==> src/rtl/tvc_pkg.sv <==
package tvc_pkg;
  typedef enum logic [1:0] {
    ST_IDLE   = 2'd0,
    ST_FLUSH  = 2'd1,
    ST_SETTLE = 2'd2
  } tvc_state_e;
endpackage

==> src/rtl/tvc_sample_timer.sv <==
module tvc_sample_timer #(
  parameter int INTV_W = 16
) (
  input  logic              clk_i,
  input  logic              rst_ni,
  input  logic              run_i,
  input  logic [INTV_W-1:0] interval_i,
  output logic              tick_o
);
  logic [INTV_W-1:0] cnt_q;

  assign tick_o = run_i && (cnt_q == interval_i);

  always_ff @(posedge clk_i or negedge rst_ni) begin
    if (!rst_ni)                cnt_q <= '0;
    else if (!run_i || tick_o)  cnt_q <= '0;
    else                        cnt_q <= cnt_q + 1'b1;
  end

  AST_TIMER_RESTART: assert property (@(posedge clk_i) disable iff (!rst_ni)
    !run_i |=> !tick_o || (interval_i == '0)) else $error("timer restart");
endmodule

==> src/rtl/tvc_freq_lut.sv <==
module tvc_freq_lut #(
  parameter int NUM_LEVELS = 4,
  parameter int LVL_W      = 2,
  parameter int FREQ_W     = 8,
  parameter int FREQ_BASE  = 40,
  parameter int FREQ_STEP  = 20
) (
  input  logic [LVL_W-1:0]  level_i,
  output logic [FREQ_W-1:0] freq_o
);
  logic [FREQ_W-1:0] tbl [NUM_LEVELS];

  for (genvar g = 0; g < NUM_LEVELS; g++) begin : g_tbl
    assign tbl[g] = FREQ_W'(FREQ_BASE + g * FREQ_STEP);
  end

  assign freq_o = tbl[level_i];
endmodule

==> src/rtl/tvc_step_seq.sv <==
module tvc_step_seq
  import tvc_pkg::*;
#(
  parameter int NUM_LEVELS = 4,
  parameter int LVL_W      = 2,
  parameter int TEMP_W     = 8,
  parameter int SETTLE_W   = 8
) (
  input  logic                clk_i,
  input  logic                rst_ni,
  input  logic                tick_i,
  input  logic [TEMP_W-1:0]   temp_i,
  input  logic [TEMP_W-1:0]   crit_thr_i,
  input  logic [TEMP_W-1:0]   pdown_thr_i,
  input  logic [SETTLE_W-1:0] settle_i,
  input  logic                flush_done_i,
  output logic                run_o,
  output logic [LVL_W-1:0]    level_o,
  output logic                upd_o,
  output logic                flush_o,
  output logic                stall_o,
  output logic                shutdown_o
);
  localparam logic [LVL_W-1:0] MAX_LVL = LVL_W'(NUM_LEVELS - 1);

  tvc_state_e          state_q;
  logic [LVL_W-1:0]    level_q, target_q;
  logic [SETTLE_W-1:0] cnt_q;
  logic                upd_q, shut_q;
  logic                hot, warm, cool;

  always_comb begin
    hot  = temp_i >= pdown_thr_i;
    warm = temp_i >  crit_thr_i;
    cool = temp_i <  crit_thr_i;
  end

  always_ff @(posedge clk_i or negedge rst_ni) begin
    if (!rst_ni) begin
      state_q  <= ST_IDLE;
      level_q  <= '0;
      target_q <= '0;
      cnt_q    <= '0;
      upd_q    <= 1'b0;
      shut_q   <= 1'b0;
    end else begin
      upd_q <= 1'b0;
      if (hot) begin
        // power-down overrides everything, including a pending change
        shut_q  <= 1'b1;
        state_q <= ST_IDLE;
        cnt_q   <= '0;
        if (level_q != '0) begin
          level_q <= '0;
          upd_q   <= 1'b1;
        end
      end else begin
        if (cool) shut_q <= 1'b0;
        unique case (state_q)
          ST_IDLE: begin
            if (tick_i && !shut_q) begin
              if (warm && level_q != '0) begin
                target_q <= level_q - 1'b1;
                state_q  <= ST_FLUSH;
              end else if (cool && level_q != MAX_LVL) begin
                target_q <= level_q + 1'b1;
                state_q  <= ST_FLUSH;
              end
            end
          end
          ST_FLUSH: begin
            if (flush_done_i) begin
              level_q <= target_q;
              upd_q   <= 1'b1;
              cnt_q   <= '0;
              state_q <= ST_SETTLE;
            end
          end
          ST_SETTLE: begin
            if (cnt_q == settle_i) state_q <= ST_IDLE;
            else                   cnt_q   <= cnt_q + 1'b1;
          end
          default: state_q <= ST_IDLE;
        endcase
      end
    end
  end

  assign run_o      = (state_q == ST_IDLE) && !shut_q;
  assign level_o    = level_q;
  assign upd_o      = upd_q;
  assign flush_o    = (state_q == ST_FLUSH);
  assign stall_o    = (state_q != ST_IDLE);
  assign shutdown_o = shut_q;

  AST_NO_OVERFLOW: assert property (@(posedge clk_i) disable iff (!rst_ni)
    level_q <= MAX_LVL) else $error("level overflow");
  AST_SINGLE_STEP: assert property (@(posedge clk_i) disable iff (!rst_ni)
    (level_q != $past(level_q)) |->
      (level_q == '0 || level_q == $past(level_q) + 1'b1 || level_q == $past(level_q) - 1'b1))
    else $error("multi step");
  AST_FLUSH_HOLD: assert property (@(posedge clk_i) disable iff (!rst_ni)
    (flush_o && !flush_done_i && !hot) |=> (flush_o && $stable(level_q)))
    else $error("flush dropped");
  AST_FLUSH_IN_STALL: assert property (@(posedge clk_i) disable iff (!rst_ni)
    flush_o |-> stall_o) else $error("flush without stall");
  AST_PDOWN_SAFE: assert property (@(posedge clk_i) disable iff (!rst_ni)
    hot |=> (shutdown_o && level_q == '0 && !stall_o)) else $error("power-down");
  AST_SHUT_NO_STEP: assert property (@(posedge clk_i) disable iff (!rst_ni)
    (shutdown_o && $past(shutdown_o)) |-> (level_q == '0)) else $error("step in shutdown");
endmodule

==> src/rtl/thermal_vlevel_ctrl.sv <==
module thermal_vlevel_ctrl #(
  parameter int NUM_LEVELS = 4,
  parameter int TEMP_W     = 8,
  parameter int INTV_W     = 16,
  parameter int SETTLE_W   = 8,
  parameter int FREQ_W     = 8,
  parameter int FREQ_BASE  = 40,
  parameter int FREQ_STEP  = 20,
  localparam int LVL_W     = (NUM_LEVELS > 1) ? $clog2(NUM_LEVELS) : 1
) (
  input  logic                clk_i,
  input  logic                rst_ni,
  input  logic [TEMP_W-1:0]   temp_i,
  input  logic [TEMP_W-1:0]   crit_thr_i,
  input  logic [TEMP_W-1:0]   pdown_thr_i,
  input  logic [INTV_W-1:0]   interval_i,
  input  logic [SETTLE_W-1:0] settle_i,
  input  logic                flush_done_i,
  output logic [LVL_W-1:0]    vlevel_o,
  output logic                vlevel_upd_o,
  output logic [FREQ_W-1:0]   freq_code_o,
  output logic                flush_o,
  output logic                stall_o,
  output logic                shutdown_o
);
  logic run, tick;

  tvc_sample_timer #(.INTV_W(INTV_W)) u_timer (
    .clk_i      (clk_i),
    .rst_ni     (rst_ni),
    .run_i      (run),
    .interval_i (interval_i),
    .tick_o     (tick)
  );

  tvc_step_seq #(
    .NUM_LEVELS (NUM_LEVELS),
    .LVL_W      (LVL_W),
    .TEMP_W     (TEMP_W),
    .SETTLE_W   (SETTLE_W)
  ) u_seq (
    .clk_i        (clk_i),
    .rst_ni       (rst_ni),
    .tick_i       (tick),
    .temp_i       (temp_i),
    .crit_thr_i   (crit_thr_i),
    .pdown_thr_i  (pdown_thr_i),
    .settle_i     (settle_i),
    .flush_done_i (flush_done_i),
    .run_o        (run),
    .level_o      (vlevel_o),
    .upd_o        (vlevel_upd_o),
    .flush_o      (flush_o),
    .stall_o      (stall_o),
    .shutdown_o   (shutdown_o)
  );

  tvc_freq_lut #(
    .NUM_LEVELS (NUM_LEVELS),
    .LVL_W      (LVL_W),
    .FREQ_W     (FREQ_W),
    .FREQ_BASE  (FREQ_BASE),
    .FREQ_STEP  (FREQ_STEP)
  ) u_lut (
    .level_i (vlevel_o),
    .freq_o  (freq_code_o)
  );
endmodule

==> config.mk <==
export PLATFORM = sky130hd
export DESIGN_NAME = thermal_vlevel_ctrl
export DESIGN_NICKNAME = d
export VERILOG_FILES = /design/src/rtl/tvc_pkg.sv /design/src/rtl/tvc_sample_timer.sv /design/src/rtl/tvc_freq_lut.sv /design/src/rtl/tvc_step_seq.sv /design/src/rtl/thermal_vlevel_ctrl.sv
export SDC_FILE = /design/constraint.sdc
export NUM_CORES = 1
export LEC_CHECK = 0
export BUFFER_PORTS_ARGS = -buffer_cell sky130_fd_sc_hd__buf_4
export CAP_MARGIN = 40
export CORE_ASPECT_RATIO = 1.5
export CORE_MARGIN = 2
export CORE_UTILIZATION = 53
export DETAILED_ROUTE_END_ITERATION = 10
export PLACE_DENSITY = 0.81
export SYNTH_ARGS = -nofsm -noshare
export SYNTH_HDL_FRONTEND = slang
export SYNTH_SLANG_ARGS = --single-unit
==> constraint.sdc <==
create_clock -name clk_i -period 2.25 [get_ports clk_i]
set_input_delay 0.225 -clock clk_i [delete_from_list [all_inputs] [get_ports clk_i]]
set_output_delay 0.225 -clock clk_i [all_outputs]
set_load 0.02 [all_outputs]
==> flow_summary.html <==
<table>
<tr><th>Metric</th><th>Value</th></tr>
<tr><th colspan="2">CTS</th></tr>
<tr><td>CTS max path bufs</td><td>2</td></tr>
<tr><td>Clock latency at the later pin of the worst-skew pair</td><td>280 ps</td></tr>
<tr><td>Resize count post-CTS</td><td>0</td></tr>
<tr><td>Clock slew at the register clock pins of the worst setup and hold paths</td><td>70 ps</td></tr>
<tr><td>CTS tree</td><td>built</td></tr>
<tr><td>Clock buffers created by TritonCTS</td><td>5</td></tr>
<tr><td>Total number of clock tree sinks</td><td>32</td></tr>
<tr><td>Post CTS Setup Buffer Count</td><td>0</td></tr>
<tr><td># hold bufs at CTS</td><td>1</td></tr>
<tr><td>CTS HTree Levels</td><td>2</td></tr>
<tr><td>Root buffer selected by CTS</td><td>sky130_fd_sc_hd__clkbuf_8</td></tr>
<tr><th colspan="2">Routing</th></tr>
<tr><td>DR DRC count</td><td>0</td></tr>
<tr><td>Routed length per placed instance</td><td>14.3 µm</td></tr>
<tr><td>Via density per instance</td><td>5.50</td></tr>
<tr><td>Via count</td><td>2046</td></tr>
<tr><td>Number of nets with antenna violations after detailed routing</td><td>0</td></tr>
<tr><td>Initial DRC Count</td><td>45</td></tr>
<tr><td>Number of iterations in the first detailed-routing pass</td><td>4</td></tr>
<tr><td>Total detailed-routing wirelength</td><td>5300 µm</td></tr>
<tr><th colspan="2">Placement</th></tr>
<tr><td>Estimated wirelength of the detail-placed design</td><td>4290 µm</td></tr>
<tr><td>Input/output buffers</td><td>61</td></tr>
<tr><td>Placer's final routability congestion estimate</td><td>0.830</td></tr>
<tr><td>Placement Cell Area</td><td>2890 µm²</td></tr>
<tr><th colspan="2">Synthesis</th></tr>
<tr><td>Number of warnings reported in the yosys synthesis log</td><td>0</td></tr>
<tr><td>Synthesized-area fraction occupied by ao, oa, aoi and oai cells</td><td>11.5%</td></tr>
<tr><td>Top cells by area in the synthesized netlist</td><td>sky130_fd_sc_hd__dfrtp_1 34%, sky130_fd_sc_hd__ha_1 11%, sky130_fd_sc_hd__xnor2_1 7.8%</td></tr>
<tr><td>Most area-hungry cell type in the Yosys netlist</td><td>sky130_fd_sc_hd__dfrtp_1</td></tr>
<tr><td>Area share of the largest cell type after synthesis</td><td>34.1%</td></tr>
<tr><td>Fraction of synthesized area in multiplexers</td><td>1.38%</td></tr>
<tr><td>Mean cell area of the mapped netlist</td><td>9.25 µm²</td></tr>
<tr><td>Total standard cell area after synthesis</td><td>2350 µm²</td></tr>
<tr><td>Sequential area share after synthesis</td><td>34.1%</td></tr>
<tr><td>Flip-flop and latch count after synthesis</td><td>32</td></tr>
<tr><td>Prevailing post-synth register cell</td><td>sky130_fd_sc_hd__dfrtp_1</td></tr>
<tr><td>Share of flip-flops with an asynchronous set or reset after synthesis</td><td>100%</td></tr>
<tr><td>Post-synthesis share of cell area spent on xor and xnor gates</td><td>14.9%</td></tr>
<tr><td>Synthesized-area fraction occupied by adder cells</td><td>11.2%</td></tr>
<tr><td>Synthesized instance count</td><td>254</td></tr>
<tr><td>Dominant combinational cell family by area after synthesis</td><td>simple AND/OR/NAND/NOR gates</td></tr>
<tr><td>Simple-gate portion of the synthesized area</td><td>20.9%</td></tr>
<tr><td>Number of flops mapped to enable cells by yosys</td><td>0</td></tr>
<tr><td>Library cells used by synthesis</td><td>43</td></tr>
<tr><th colspan="2">Pwr</th></tr>
<tr><td>Share of power burned in the clock network</td><td>34.1%</td></tr>
<tr><td>Areal power density over the cells</td><td>469 nW/µm²</td></tr>
<tr><td>Peak supply drop</td><td>0.448 mV</td></tr>
<tr><td>Sw frac</td><td>27.3%</td></tr>
<tr><td>Reported leakage power</td><td>1.53 nW</td></tr>
<tr><td>Fraction of power consumed by sequential logic</td><td>43.8%</td></tr>
<tr><td>Internal portion of total power</td><td>1.02 mW</td></tr>
<tr><td>Combinational fraction of design power</td><td>22.1%</td></tr>
<tr><td>Power dissipated by switching net loads</td><td>0.383 mW</td></tr>
<tr><th colspan="2">Global route</th></tr>
<tr><td>Global-route congestion overflow total</td><td>0</td></tr>
<tr><td>Number of antenna violations at the first check in global routing</td><td>0</td></tr>
<tr><td>Total GRT Usage</td><td>22.6%</td></tr>
<tr><td>Maximum number of pins on one net before global-route repair</td><td>33</td></tr>
<tr><td>Vias in the first global route</td><td>2173</td></tr>
<tr><td>Wire length of the first global-routing pass</td><td>8800 µm</td></tr>
<tr><th colspan="2">Cells and area</th></tr>
<tr><td>Antenna fix cells</td><td>0</td></tr>
<tr><td>Finished layout cell area</td><td>3000 µm²</td></tr>
<tr><td>Area growth from synthesis to layout</td><td>27.5%</td></tr>
<tr><td>Fraction of final layout cells sized beyond drive strength 1</td><td>27.3%</td></tr>
<tr><td>Net count reported at finish</td><td>398</td></tr>
<tr><th colspan="2">Timing</th></tr>
<tr><td>Hold Violations, Final</td><td>0</td></tr>
<tr><td>Unrepaired setup endpoints after global routing</td><td>no</td></tr>
<tr><td>Shortest period the worst path allows</td><td>2070 ps</td></tr>
<tr><td>Final number of setup-violating endpoints</td><td>0</td></tr>
<tr><td>Maximum clock frequency</td><td>0.482 GHz</td></tr>
<tr><td>Slew Viols, Final</td><td>0</td></tr>
<tr><td>Final clock skew</td><td>4.43 ps</td></tr>
<tr><td>Setup TNS Final</td><td>0 ps</td></tr>
<tr><td>Final cycle utilization of the critical path</td><td>92.2%</td></tr>
<tr><th colspan="2">Die</th></tr>
<tr><td>Die outline height</td><td>85.6 µm</td></tr>
<tr><td>Starting density of the core</td><td>55.3%</td></tr>
<tr><td>Floorplan row count</td><td>29</td></tr>
<tr><td>Die W</td><td>58.4 µm</td></tr>
<tr><td>Placeable core region</td><td>4250 µm²</td></tr>
<tr><td>Die ar.</td><td>4990 µm²</td></tr>
<tr><td>Total I/O pin count</td><td>65</td></tr>
<tr><th colspan="2">Outcome</th></tr>
<tr><td>Result of the run</td><td>completed</td></tr>
<tr><th colspan="2">Critical path</th></tr>
<tr><td>Path type of the worst setup path</td><td>reg2reg</td></tr>
<tr><td>Category of the worst setup path launch point</td><td>register</td></tr>
<tr><td>Critical Path End Type</td><td>register</td></tr>
<tr><td>Critical path required time</td><td>2420 ps</td></tr>
<tr><td>Crit Path Max Fanout</td><td>3</td></tr>
<tr><td>Worst path arrival time</td><td>2240 ps</td></tr>
<tr><th colspan="2">Flow run</th></tr>
<tr><td>Max-Cap Viols</td><td>0</td></tr>
<tr><th colspan="2">Worst hold path</th></tr>
<tr><td>Tightest Hold Check Type</td><td>in2reg</td></tr>
</table>
## routing by layer
metal / share of wire, % / up-vias / GRT usage [%]
li1: - / 1008 / -
met1: 37 / 961 / 22.8
met2: 57 / 69 / 44.1
met3: 4.4 / 8 / 4.37
met4: 1.5 / 0 / 7.19
met5: 0 / - / 0
## power by group through the flow
stage	Combinational [mW]	Sequential (mW)	Clock (mW)
floorplan	0.175	0.625	0
global placement	0.303	0.626	0
detailed placement	0.313	0.625	0
CTS	0.315	0.615	0.487
global route	0.350	0.618	0.509
finish	0.311	0.615	0.480
## per-stage QoR
stage,instances,utilization (%),setup WS [ps],hold WS (ps),power [mW]
4_1_cts,372,70.6,195,286,1.42
3_5_place_dp,364,68.1,45.6,185,0.938
6_report,372,70.6,176,289,1.41
2_1_floorplan,256,-,167,-70.6,0.799
5_1_grt,372,70.6,68.6,292,1.48
3_3_place_gp,364,68.1,75.2,180,0.929
## synth_stat cells (5+ instances only)
cell,number
sky130_fd_sc_hd__dfrtp_1,32
sky130_fd_sc_hd__nor2_1,26
sky130_fd_sc_hd__inv_1,23
sky130_fd_sc_hd__ha_1,21
sky130_fd_sc_hd__xnor2_1,21
sky130_fd_sc_hd__xor2_1,19
sky130_fd_sc_hd__nand2_1,17
sky130_fd_sc_hd__nand3_1,12
sky130_fd_sc_hd__nand4_1,9
sky130_fd_sc_hd__o21ai_1,9
sky130_fd_sc_hd__a21oi_1,6
sky130_fd_sc_hd__and3_1,6
sky130_fd_sc_hd__nor4_1,6
sky130_fd_sc_hd__buf_4,5
## area by class of cell
type / count / area (µm²)
Tap cell: 46 / 57.6
Sequential cell: 32 / 801
Timing Repair Buffer: 71 / 536
Multi-Input combinational cell: 193 / 1420
Fill cell: 357 / 1250
Inverter: 23 / 86.3
Clock buffer: 7 / 96.3
## critical path, cell delays in order (launching register included)
cell and delay, ps:
sky130_fd_sc_hd__dfrtp_1 420, sky130_fd_sc_hd__xnor2_1 240, sky130_fd_sc_hd__nand4_1 140, sky130_fd_sc_hd__nor4_1 440
sky130_fd_sc_hd__nand2_1 170, sky130_fd_sc_hd__nor3_2 190, sky130_fd_sc_hd__mux2_2 350
## cell usage in the layout, fill, tap and decap left out, drive strengths merged, types with 2 or more instances in the layout
master,instances
xnor2,21
buf,70
xor2,19
and2,2
a211o,3
a22o,2
mux2,2
nand2b,4
nand3,12
dfrtp,32
o21ai,13
ha,21
inv,23
nand2,17
nor2b,2
clkbuf,7
nor2,26
and3,6
nand4,9
a21oi,6
nor3,4
conb,3
nor4,8
## state kept, by name (all words and copies together), names as in the netlist
register / count
u_seq.cnt_q: 8
u_seq.upd_o: 1
u_seq.target_q: 2
u_seq.shutdown_o: 1
u_seq.state_q: 2
u_timer.cnt_q: 16
u_seq.level_o: 2
## kinds of logic (layout without fill, tap and decap cells)
family	Yosys count	after routing
and+or+nand+nor	92	92
DFF	32	32
muxes	3	3
AOI/OAI and AO/OA	34	34
adders and majority gates	21	21
buffers and inverters	31	101
xor gates and xnor gates	40	40
other	1	3
## worst paths after layout
check	slack (ps)	from	cells after the start	endpoint
max in group asynchronous	1540	rst_ni	2	u_seq.state_q[0]$_DFFE_PN0P_
worst max-delay path	180	u_timer.cnt_q[5]$_DFF_PN0_	6	u_seq.target_q[0]$_DFFE_PN0P_
worst max register to register	180	u_timer.cnt_q[5]$_DFF_PN0_	6	u_seq.target_q[0]$_DFFE_PN0P_
worst min-delay path	290	flush_done_i	4	u_seq.state_q[0]$_DFFE_PN0P_
worst min register to register	500	u_seq.state_q[1]$_DFFE_PN0P_	1	u_seq.state_q[0]$_DFFE_PN0P_
min in group asynchronous	410	rst_ni	2	u_timer.cnt_q[3]$_DFF_PN0_
Power figures use the tool's default switching activity.
